**src/rtl/eep_pkg.sv**
```systemverilog
package eep_pkg;
  localparam int unsigned BYTE_W = 8;
  typedef enum logic [3:0] {
    ST_IDLE, ST_DEV, ST_DEV_ACK, ST_ADDR, ST_ADDR_ACK,
    ST_WR, ST_WR_ACK, ST_RD, ST_RD_ACK
  } st_e;
endpackage

```
**src/rtl/eep_sync.sv**
```systemverilog
module eep_sync #(
  parameter int unsigned N = 2
) (
  input  logic         clk_i,
  input  logic         rst_ni,
  input  logic [N-1:0] d_i,
  output logic [N-1:0] q_o
);
  for (genvar gi = 0; gi < N; gi++) begin : g_bit
    logic s1, s2;
    always_ff @(posedge clk_i or negedge rst_ni) begin
      if (!rst_ni) begin
        s1 <= 1'b1;
        s2 <= 1'b1;
      end else begin
        s1 <= d_i[gi];
        s2 <= s1;
      end
    end
    assign q_o[gi] = s2;
  end
endmodule

```
**src/rtl/eep_bus_cond.sv**
```systemverilog
module eep_bus_cond (
  input  logic clk_i,
  input  logic rst_ni,
  input  logic scl_i,
  input  logic sda_i,
  output logic scl_rise_o,
  output logic scl_fall_o,
  output logic start_o,
  output logic stop_o
);
  logic scl_q, sda_q;
  always_ff @(posedge clk_i or negedge rst_ni) begin
    if (!rst_ni) begin
      scl_q <= 1'b1;
      sda_q <= 1'b1;
    end else begin
      scl_q <= scl_i;
      sda_q <= sda_i;
    end
  end
  assign scl_rise_o = scl_i & ~scl_q;
  assign scl_fall_o = ~scl_i & scl_q;
  assign start_o    = scl_i & scl_q & sda_q & ~sda_i;
  assign stop_o     = scl_i & scl_q & ~sda_q & sda_i;
endmodule

```
**src/rtl/eep_mem.sv**
```systemverilog
module eep_mem #(
  parameter int unsigned DEPTH = 128,
  localparam int unsigned AW = $clog2(DEPTH)
) (
  input  logic          clk_i,
  input  logic          rst_ni,
  input  logic          we_i,
  input  logic [AW-1:0] waddr_i,
  input  logic [7:0]    wdata_i,
  input  logic [AW-1:0] raddr_i,
  output logic [7:0]    rdata_o
);
  logic [7:0] mem_q [DEPTH];
  always_ff @(posedge clk_i or negedge rst_ni) begin
    if (!rst_ni) begin
      for (int i = 0; i < DEPTH; i++) mem_q[i] <= 8'hFF;
    end else if (we_i) begin
      mem_q[waddr_i] <= wdata_i;
    end
  end
  assign rdata_o = mem_q[raddr_i];
endmodule

```
**src/rtl/eep_busy_timer.sv**
```systemverilog
module eep_busy_timer #(
  parameter int unsigned CYCLES = 1000,
  localparam int unsigned CW = $clog2(CYCLES + 1)
) (
  input  logic clk_i,
  input  logic rst_ni,
  input  logic start_i,
  output logic busy_o
);
  logic [CW-1:0] cnt_q;
  always_ff @(posedge clk_i or negedge rst_ni) begin
    if (!rst_ni)               cnt_q <= '0;
    else if (start_i)          cnt_q <= CW'(CYCLES);
    else if (cnt_q != '0)      cnt_q <= cnt_q - 1'b1;
  end
  assign busy_o = (cnt_q != '0);
endmodule

```
**src/rtl/eep_slave.sv**
```systemverilog
module eep_slave
  import eep_pkg::*;
#(
  parameter logic [6:0]  DEV_ID    = 7'b1010000,
  parameter int unsigned DEPTH     = 128,
  parameter int unsigned PAGE      = 8,
  parameter int unsigned WR_CYCLES = 1000
) (
  input  logic clk_i,
  input  logic rst_ni,
  input  logic scl_i,
  input  logic sda_i,
  input  logic wc_i,
  output logic sda_oe_o,
  output logic busy_o
);
  localparam int unsigned AW = $clog2(DEPTH);
  localparam int unsigned PW = $clog2(PAGE);

  logic [1:0] sync_q;
  logic scl_s, sda_s;
  logic scl_rise, scl_fall, start_det, stop_det;

  eep_sync #(.N(2)) u_sync (
    .clk_i, .rst_ni, .d_i({scl_i, sda_i}), .q_o(sync_q)
  );
  assign scl_s = sync_q[1];
  assign sda_s = sync_q[0];

  eep_bus_cond u_cond (
    .clk_i, .rst_ni, .scl_i(scl_s), .sda_i(sda_s),
    .scl_rise_o(scl_rise), .scl_fall_o(scl_fall),
    .start_o(start_det), .stop_o(stop_det)
  );

  st_e             st_q;
  logic [3:0]      bit_cnt_q;
  logic [BYTE_W-1:0] sr_q, tx_q;
  logic [AW-1:0]   ptr_q, waddr_q, rd_addr_q;
  logic [BYTE_W-1:0] wdata_q, rdata;
  logic            rw_q, wrote_q, m_ack_q, oe_q;
  logic            mem_we_q, wr_go_q, rd_pulse_q;
  logic            busy;

  eep_mem #(.DEPTH(DEPTH)) u_mem (
    .clk_i, .rst_ni, .we_i(mem_we_q), .waddr_i(waddr_q), .wdata_i(wdata_q),
    .raddr_i(ptr_q), .rdata_o(rdata)
  );

  eep_busy_timer #(.CYCLES(WR_CYCLES)) u_busy (
    .clk_i, .rst_ni, .start_i(wr_go_q), .busy_o(busy)
  );

  always_ff @(posedge clk_i or negedge rst_ni) begin
    if (!rst_ni) begin
      st_q       <= ST_IDLE;
      bit_cnt_q  <= '0;
      sr_q       <= '0;
      tx_q       <= '0;
      ptr_q      <= '0;
      waddr_q    <= '0;
      wdata_q    <= '0;
      rd_addr_q  <= '0;
      rw_q       <= 1'b0;
      wrote_q    <= 1'b0;
      m_ack_q    <= 1'b0;
      oe_q       <= 1'b0;
      mem_we_q   <= 1'b0;
      wr_go_q    <= 1'b0;
      rd_pulse_q <= 1'b0;
    end else begin
      mem_we_q   <= 1'b0;
      wr_go_q    <= 1'b0;
      rd_pulse_q <= 1'b0;
      if (start_det) begin
        st_q      <= ST_DEV;
        bit_cnt_q <= '0;
        oe_q      <= 1'b0;
      end else if (stop_det) begin
        st_q    <= ST_IDLE;
        oe_q    <= 1'b0;
        wr_go_q <= wrote_q;
        wrote_q <= 1'b0;
      end else begin
        unique case (st_q)
          ST_DEV, ST_ADDR, ST_WR: begin
            if (scl_rise) begin
              sr_q      <= {sr_q[BYTE_W-2:0], sda_s};
              bit_cnt_q <= bit_cnt_q + 1'b1;
            end else if (scl_fall && bit_cnt_q == 4'd8) begin
              if (st_q == ST_DEV) begin
                if (sr_q[7:1] == DEV_ID && !busy) begin
                  oe_q <= 1'b1;
                  rw_q <= sr_q[0];
                  st_q <= ST_DEV_ACK;
                end else begin
                  st_q <= ST_IDLE;
                end
              end else if (st_q == ST_ADDR) begin
                oe_q  <= 1'b1;
                ptr_q <= sr_q[AW-1:0];
                st_q  <= ST_ADDR_ACK;
              end else begin
                oe_q <= 1'b1;
                st_q <= ST_WR_ACK;
                if (wc_i) begin
                  mem_we_q <= 1'b1;
                  waddr_q  <= ptr_q;
                  wdata_q  <= sr_q;
                  wrote_q  <= 1'b1;
                end
                // page roll: only the low bits advance
                ptr_q <= {ptr_q[AW-1:PW], ptr_q[PW-1:0] + 1'b1};
              end
            end
          end
          ST_DEV_ACK: begin
            if (scl_fall) begin
              bit_cnt_q <= '0;
              if (rw_q) begin
                tx_q       <= rdata;
                oe_q       <= ~rdata[7];
                rd_addr_q  <= ptr_q;
                rd_pulse_q <= 1'b1;
                ptr_q      <= ptr_q + 1'b1;
                st_q       <= ST_RD;
              end else begin
                oe_q <= 1'b0;
                st_q <= ST_ADDR;
              end
            end
          end
          ST_ADDR_ACK, ST_WR_ACK: begin
            if (scl_fall) begin
              oe_q      <= 1'b0;
              bit_cnt_q <= '0;
              st_q      <= ST_WR;
            end
          end
          ST_RD: begin
            if (scl_rise) begin
              bit_cnt_q <= bit_cnt_q + 1'b1;
            end else if (scl_fall) begin
              if (bit_cnt_q == 4'd8) begin
                oe_q    <= 1'b0;
                m_ack_q <= 1'b0;
                st_q    <= ST_RD_ACK;
              end else begin
                tx_q <= {tx_q[BYTE_W-2:0], 1'b0};
                oe_q <= ~tx_q[6];
              end
            end
          end
          ST_RD_ACK: begin
            if (scl_rise) begin
              m_ack_q <= ~sda_s;
            end else if (scl_fall) begin
              bit_cnt_q <= '0;
              if (m_ack_q) begin
                tx_q       <= rdata;
                oe_q       <= ~rdata[7];
                rd_addr_q  <= ptr_q;
                rd_pulse_q <= 1'b1;
                ptr_q      <= ptr_q + 1'b1;
                st_q       <= ST_RD;
              end else begin
                st_q <= ST_IDLE;
              end
            end
          end
          default: ;
        endcase
      end
    end
  end

  assign sda_oe_o = oe_q;
  assign busy_o   = busy;
endmodule

```
**config.mk**
```make
export PLATFORM = sky130hd
export DESIGN_NAME = eep_slave
export DESIGN_NICKNAME = d
export VERILOG_FILES = /design/src/rtl/eep_pkg.sv /design/src/rtl/eep_sync.sv /design/src/rtl/eep_bus_cond.sv /design/src/rtl/eep_mem.sv /design/src/rtl/eep_busy_timer.sv /design/src/rtl/eep_slave.sv
export SDC_FILE = /design/constraint.sdc
export NUM_CORES = 2
export LEC_CHECK = 0
export BUFFER_PORTS_ARGS = -buffer_cell sky130_fd_sc_hd__buf_2
export CAP_MARGIN = 25
export CORE_ASPECT_RATIO = 1.25
export CORE_MARGIN = 4
export CORE_UTILIZATION = 61
export DETAILED_ROUTE_END_ITERATION = 8
export GPL_TIMING_DRIVEN = 1
export MAX_ROUTING_LAYER = met4
export PLACE_DENSITY = 0.82
export SLEW_MARGIN = 10
export SYNTH_ARGS = -nofsm -noshare
export SYNTH_HDL_FRONTEND = slang
export SYNTH_SLANG_ARGS = --single-unit
```
**constraint.sdc**
```tcl
create_clock -name clk_i -period 3.4 [get_ports clk_i]
set_clock_uncertainty 0.2 [all_clocks]
set_input_delay 0.17 -clock clk_i [delete_from_list [all_inputs] [get_ports clk_i]]
set_output_delay 0.17 -clock clk_i [all_outputs]
set_load 0.005 [all_outputs]
```
==> run_summary.xml <==
<?xml version="1.0" encoding="UTF-8"?>
<metrics>
  <group name="floorplan">
    <metric name="die_x" unit="um">268</metric>
    <metric name="top_level_ports" unit="">7</metric>
    <metric name="core_ar" unit="um^2">83300</metric>
    <metric name="height_of_the_die" unit="um">333</metric>
    <metric name="floorplan.initialDensity" unit="%">61.8</metric>
    <metric name="fp.dieArea" unit="um^2">89100</metric>
    <metric name="row_count" unit="">118</metric>
  </group>
  <group name="drt">
    <metric name="drcViolationCount" unit="">0</metric>
    <metric name="route.detailed.wl_per_inst" unit="um">28.1</metric>
    <metric name="antenna_left" unit="">0</metric>
    <metric name="drt-vias-per-instance" unit="">6.72</metric>
    <metric name="via_count" unit="">30200</metric>
    <metric name="routed_wirelength" unit="um">126000</metric>
    <metric name="drt_iter0_drc" unit="">2805</metric>
    <metric name="detailedRoute.firstPassIterationCount" unit="">6</metric>
  </group>
  <group name="sta">
    <metric name="final_critical_path_setup_slack" unit="ns">0.114</metric>
    <metric name="grt_setup_unrepaired" unit="">no</metric>
    <metric name="final_period_minus_worst_setup_slack" unit="ns">3.29</metric>
    <metric name="fin_setup_tns" unit="ns">0</metric>
    <metric name="hold_ws" unit="ns">0.155</metric>
    <metric name="timing.slew.headroom" unit="%">35.7</metric>
    <metric name="final_min_period_over_clock_period" unit="%">96.6</metric>
    <metric name="upper_clock_frequency_limit" unit="GHz">0.304</metric>
    <metric name="final_hold_viol_count" unit="">0</metric>
    <metric name="maxSlewViolCount" unit="">0</metric>
    <metric name="final_setup_violating_endpoints" unit="">0</metric>
    <metric name="worst_slew_pin_slew" unit="ns">0.959</metric>
  </group>
  <group name="critical_path">
    <metric name="worstSetupEndpointType" unit="">register</metric>
    <metric name="reg2regPathDepth" unit="">8</metric>
    <metric name="arrival" unit="ns">3.63</metric>
    <metric name="crit-reg2reg-launch" unit="">ptr_q[1]$_DFFE_PN0P_</metric>
    <metric name="worst_setup_slack_for_register_to_register_paths" unit="ns">0.11</metric>
    <metric name="cp.required" unit="ns">3.74</metric>
    <metric name="worst_setup_path_start_kind" unit="">register</metric>
    <metric name="path_class" unit="">reg2reg</metric>
    <metric name="regToRegEndpoint" unit="">tx_q[0]$_DFFE_PN0P_</metric>
    <metric name="worst-path-buf-inv" unit="">3</metric>
    <metric name="cp_cell_sequence" unit="">buf_12, buf_12, buf_12, mux4_2, a22oi_1, a21boi_0, nor4_1, o31ai_1</metric>
    <metric name="setup.worst_path.start" unit="">ptr_q[1]$_DFFE_PN0P_</metric>
    <metric name="critPathMaxStageDelay" unit="ns">0.58</metric>
    <metric name="timing.critical_path.fanout_max" unit="">38</metric>
    <metric name="critPathSlowestCell" unit="">nor4_1</metric>
    <metric name="cpMostUsedCell" unit="">buf_12</metric>
    <metric name="path_depth" unit="">8</metric>
    <metric name="timing.critical_path.to" unit="">tx_q[0]$_DFFE_PN0P_</metric>
    <metric name="path_delay_family" unit="">buffers and inverters</metric>
  </group>
  <group name="logic_synthesis">
    <metric name="synth.yosys.warnings" unit="">0</metric>
    <metric name="netlist_instances" unit="">3318</metric>
    <metric name="synth.avg_cell_area" unit="um^2">15.5</metric>
    <metric name="synth_cell_types" unit="">74</metric>
    <metric name="synth.ff_latch_count" unit="">1091</metric>
    <metric name="ys_seq_area_share" unit="%">55.6</metric>
    <metric name="mappedNetlistArea" unit="um^2">51500</metric>
    <metric name="synth_ff_type" unit="">dfstp_2</metric>
    <metric name="synth-edff-count" unit="">0</metric>
    <metric name="synthArstFlopShare" unit="%">100</metric>
    <metric name="syn-num-nets" unit="">3328</metric>
  </group>
  <group name="clock_network">
    <metric name="clkLatencyLatePin" unit="ns">0.69</metric>
    <metric name="cts_num_sinks" unit="">1091</metric>
    <metric name="path_clk_slew" unit="ns">0.06</metric>
    <metric name="clock_tree_from_tritoncts" unit="">yes</metric>
    <metric name="cts_made_buffers" unit="">105</metric>
    <metric name="htreeDepth" unit="">3</metric>
    <metric name="root_buffer" unit="">clkbuf_16</metric>
    <metric name="max_buffers_root_to_sink" unit="">3</metric>
  </group>
  <group name="status">
    <metric name="outcome" unit="">finished clean</metric>
  </group>
  <group name="placed_design">
    <metric name="detailedPlace.worstSlack" unit="ns">-0.0769</metric>
    <metric name="gp_congestion" unit="">0.914</metric>
    <metric name="dp_hpwl" unit="um">82200</metric>
    <metric name="port_buffers" unit="">6</metric>
  </group>
  <group name="layout">
    <metric name="synthToLayoutAreaGrowth" unit="%">10.5</metric>
    <metric name="ff_latch_area" unit="um^2">28600</metric>
    <metric name="layout_common_cells" unit="">dfstp_2 (1030), mux2_2 (965), mux4_2 (240)</metric>
    <metric name="final_layout_size_suffix_gt1_share" unit="%">76.5</metric>
    <metric name="multiInputGateArea" unit="um^2">21700</metric>
    <metric name="layout.cells.most_common" unit="">dfstp_2</metric>
    <metric name="fillers" unit="">5278</metric>
    <metric name="total_nets_final" unit="">3329</metric>
  </group>
  <group name="power_and_ir_drop">
    <metric name="cellLeakagePower" unit="nW">23.0</metric>
    <metric name="ir_drop" unit="uV">514</metric>
    <metric name="p_per_area" unit="nW/um^2">552</metric>
    <metric name="fin_total_pwr" unit="mW">31.4</metric>
  </group>
  <group name="global_route">
    <metric name="grt_pass1_wl" unit="um">197000</metric>
    <metric name="globalRoute.totalOverflow" unit="">0</metric>
    <metric name="initial_antenna_violation_count" unit="">2</metric>
    <metric name="grt.total_usage" unit="%">29.4</metric>
    <metric name="grt_pass1_vias" unit="">32400</metric>
    <metric name="grt_max_degree" unit="">150</metric>
  </group>
  <group name="run">
    <metric name="timing.max_cap.violations" unit="">0</metric>
  </group>
  <group name="hold_path">
    <metric name="timing.hold.worst.start" unit="">u_sync.g_bit[0].s1$_DFF_PN1_</metric>
    <metric name="hp-class" unit="">reg2reg</metric>
  </group>
</metrics>
-- worst min-delay path by stage --
stage / endpoint / slack [ns] / depth (start not counted)
final: u_sync.g_bit[0].s2$_DFF_PN1_ / 0.16 / 0
after floorplan: bit_cnt_q[0]$_DFFE_PN0P_ / -0.33 / 0
after detailed placement: waddr_q[4]$_DFFE_PN0P_ / -0.006 / 1
after global routing: u_sync.g_bit[0].s2$_DFF_PN1_ / 0.16 / 0
after global placement: waddr_q[4]$_DFFE_PN0P_ / -0.02 / 1
after CTS: u_sync.g_bit[0].s2$_DFF_PN1_ / 0.16 / 0
-- timing repair --
item / 4_1_cts / 5_1_grt
endpoints found under the setup margin: 3 / 2
buffers inserted: 3 / 0
pin swaps: 0 / 0
gates resized for setup: 1 / 2
endpoints found under the hold margin: 148 / 0
hold buffers: 7 / 0
cloned: 0 / 0
-- layer usage --
metal | track usage [%] | share of wire, % | up-vias
met5 | - | 0 | -
met4 | 12.7 | 4.9 | 0
met3 | 4.33 | 5.9 | 325
met2 | 47.3 | 50 | 1187
met1 | 37.7 | 39 | 16200
li1 | - | - | 12400
-- worst reg2reg max path, stage by stage (launching register included) --
cell and delay (ns):
dfrtp_4 0.55, buf_12 0.26, buf_12 0.33, buf_12 0.25, mux4_2 0.33, a22oi_1 0.25
a21boi_0 0.25, nor4_1 0.58, o31ai_1 0.15
-- registers in the layout, indices dropped and copies added (netlist names) --
name / cells
tx_q: 7
wr_go_q: 1
mem_we_q: 1
m_ack_q: 1
ptr_q: 7
u_cond.sda_q: 1
wdata_q: 8
sda_oe_o: 1
u_sync.g_bit.s2: 2
u_cond.scl_q: 1
waddr_q: 7
bit_cnt_q: 4
sr_q: 8
u_busy.cnt_q: 10
u_sync.g_bit.s1: 2
u_mem.mem_q: 1024
st_q: 4
rw_q: 1
wrote_q: 1
-- synthesized netlist by cell type, types with 5 or more instances --
cell | n | area [um^2]
nor2_2 | 25 | 156
nor3_2 | 6 | 60.1
mux2i_1 | 84 | 841
o22ai_1 | 6 | 37.5
ha_1 | 5 | 62.6
o21ai_0 | 21 | 105
nand2b_1 | 18 | 113
mux2_2 | 965 | 10900
o221ai_1 | 5 | 43.8
a22oi_1 | 47 | 353
nand2_1 | 146 | 548
mux2_1 | 86 | 968
xor2_1 | 6 | 52.6
dfrtp_1 | 61 | 1530
clkbuf_1 | 159 | 597
inv_1 | 7 | 26.3
dfstp_2 | 1030 | 27100
a221oi_1 | 21 | 184
a21oi_1 | 28 | 140
nand3_1 | 31 | 155
o31ai_1 | 10 | 75.1
a31oi_1 | 5 | 31.3
nor2_1 | 44 | 165
mux4_2 | 240 | 5410
buf_4 | 14 | 105
a22o_1 | 13 | 114
buf_2 | 46 | 230
nor2b_1 | 19 | 119
nand4_1 | 15 | 93.8
nor4_1 | 5 | 31.3
a221o_1 | 6 | 60.1
buf_1 | 11 | 41.3
a211oi_1 | 10 | 75.1
o211ai_1 | 11 | 82.6
nand3b_1 | 5 | 37.5
and2_1 | 15 | 93.8
buf_6 | 13 | 146
nor3_1 | 18 | 90.1
-- power by group --
group	internal (mW)	switching, mW	total, mW
clock	7.32	5.10	12.4
combinational	2.22	3.20	5.42
sequential	13.2	0.338	13.6
total	22.8	8.64	31.4
-- final cells by class --
cell class / instances / share of cell area [%]
Inverter: 9 / 0.0594
Sequential cell: 1091 / 50.3
Clock inverter: 54 / 1.20
Multi-Input combinational cell: 1974 / 38.2
Clock buffer: 145 / 5.33
Antenna cell: 2 / 0.00880
Timing Repair Buffer: 138 / 2.48
Tap cell: 1080 / 2.38
-- through the flow --
stage | std cells | util (%) | cell area [um^2]
after floorplan | 3318 | - | 51500
after global placement | 4281 | 63.7 | 53000
after global routing | 4493 | 68.3 | 56900
after CTS | 4490 | 68.3 | 56800
final | 4493 | 68.3 | 56900
after detailed placement | 4281 | 63.7 | 53000
-- cell families after synthesis --
kind of cell / after synthesis / share of synthesized area (%)
mux: 1375 / 35.1
flops: 1091 / 55.6
simple gates: 372 / 3.74
buf+inv: 253 / 2.27
compound gates: 214 / 3.05
xor+xnor: 8 / 0.136
fa+ha+maj: 5 / 0.122
(Power assumes the default switching activity.)
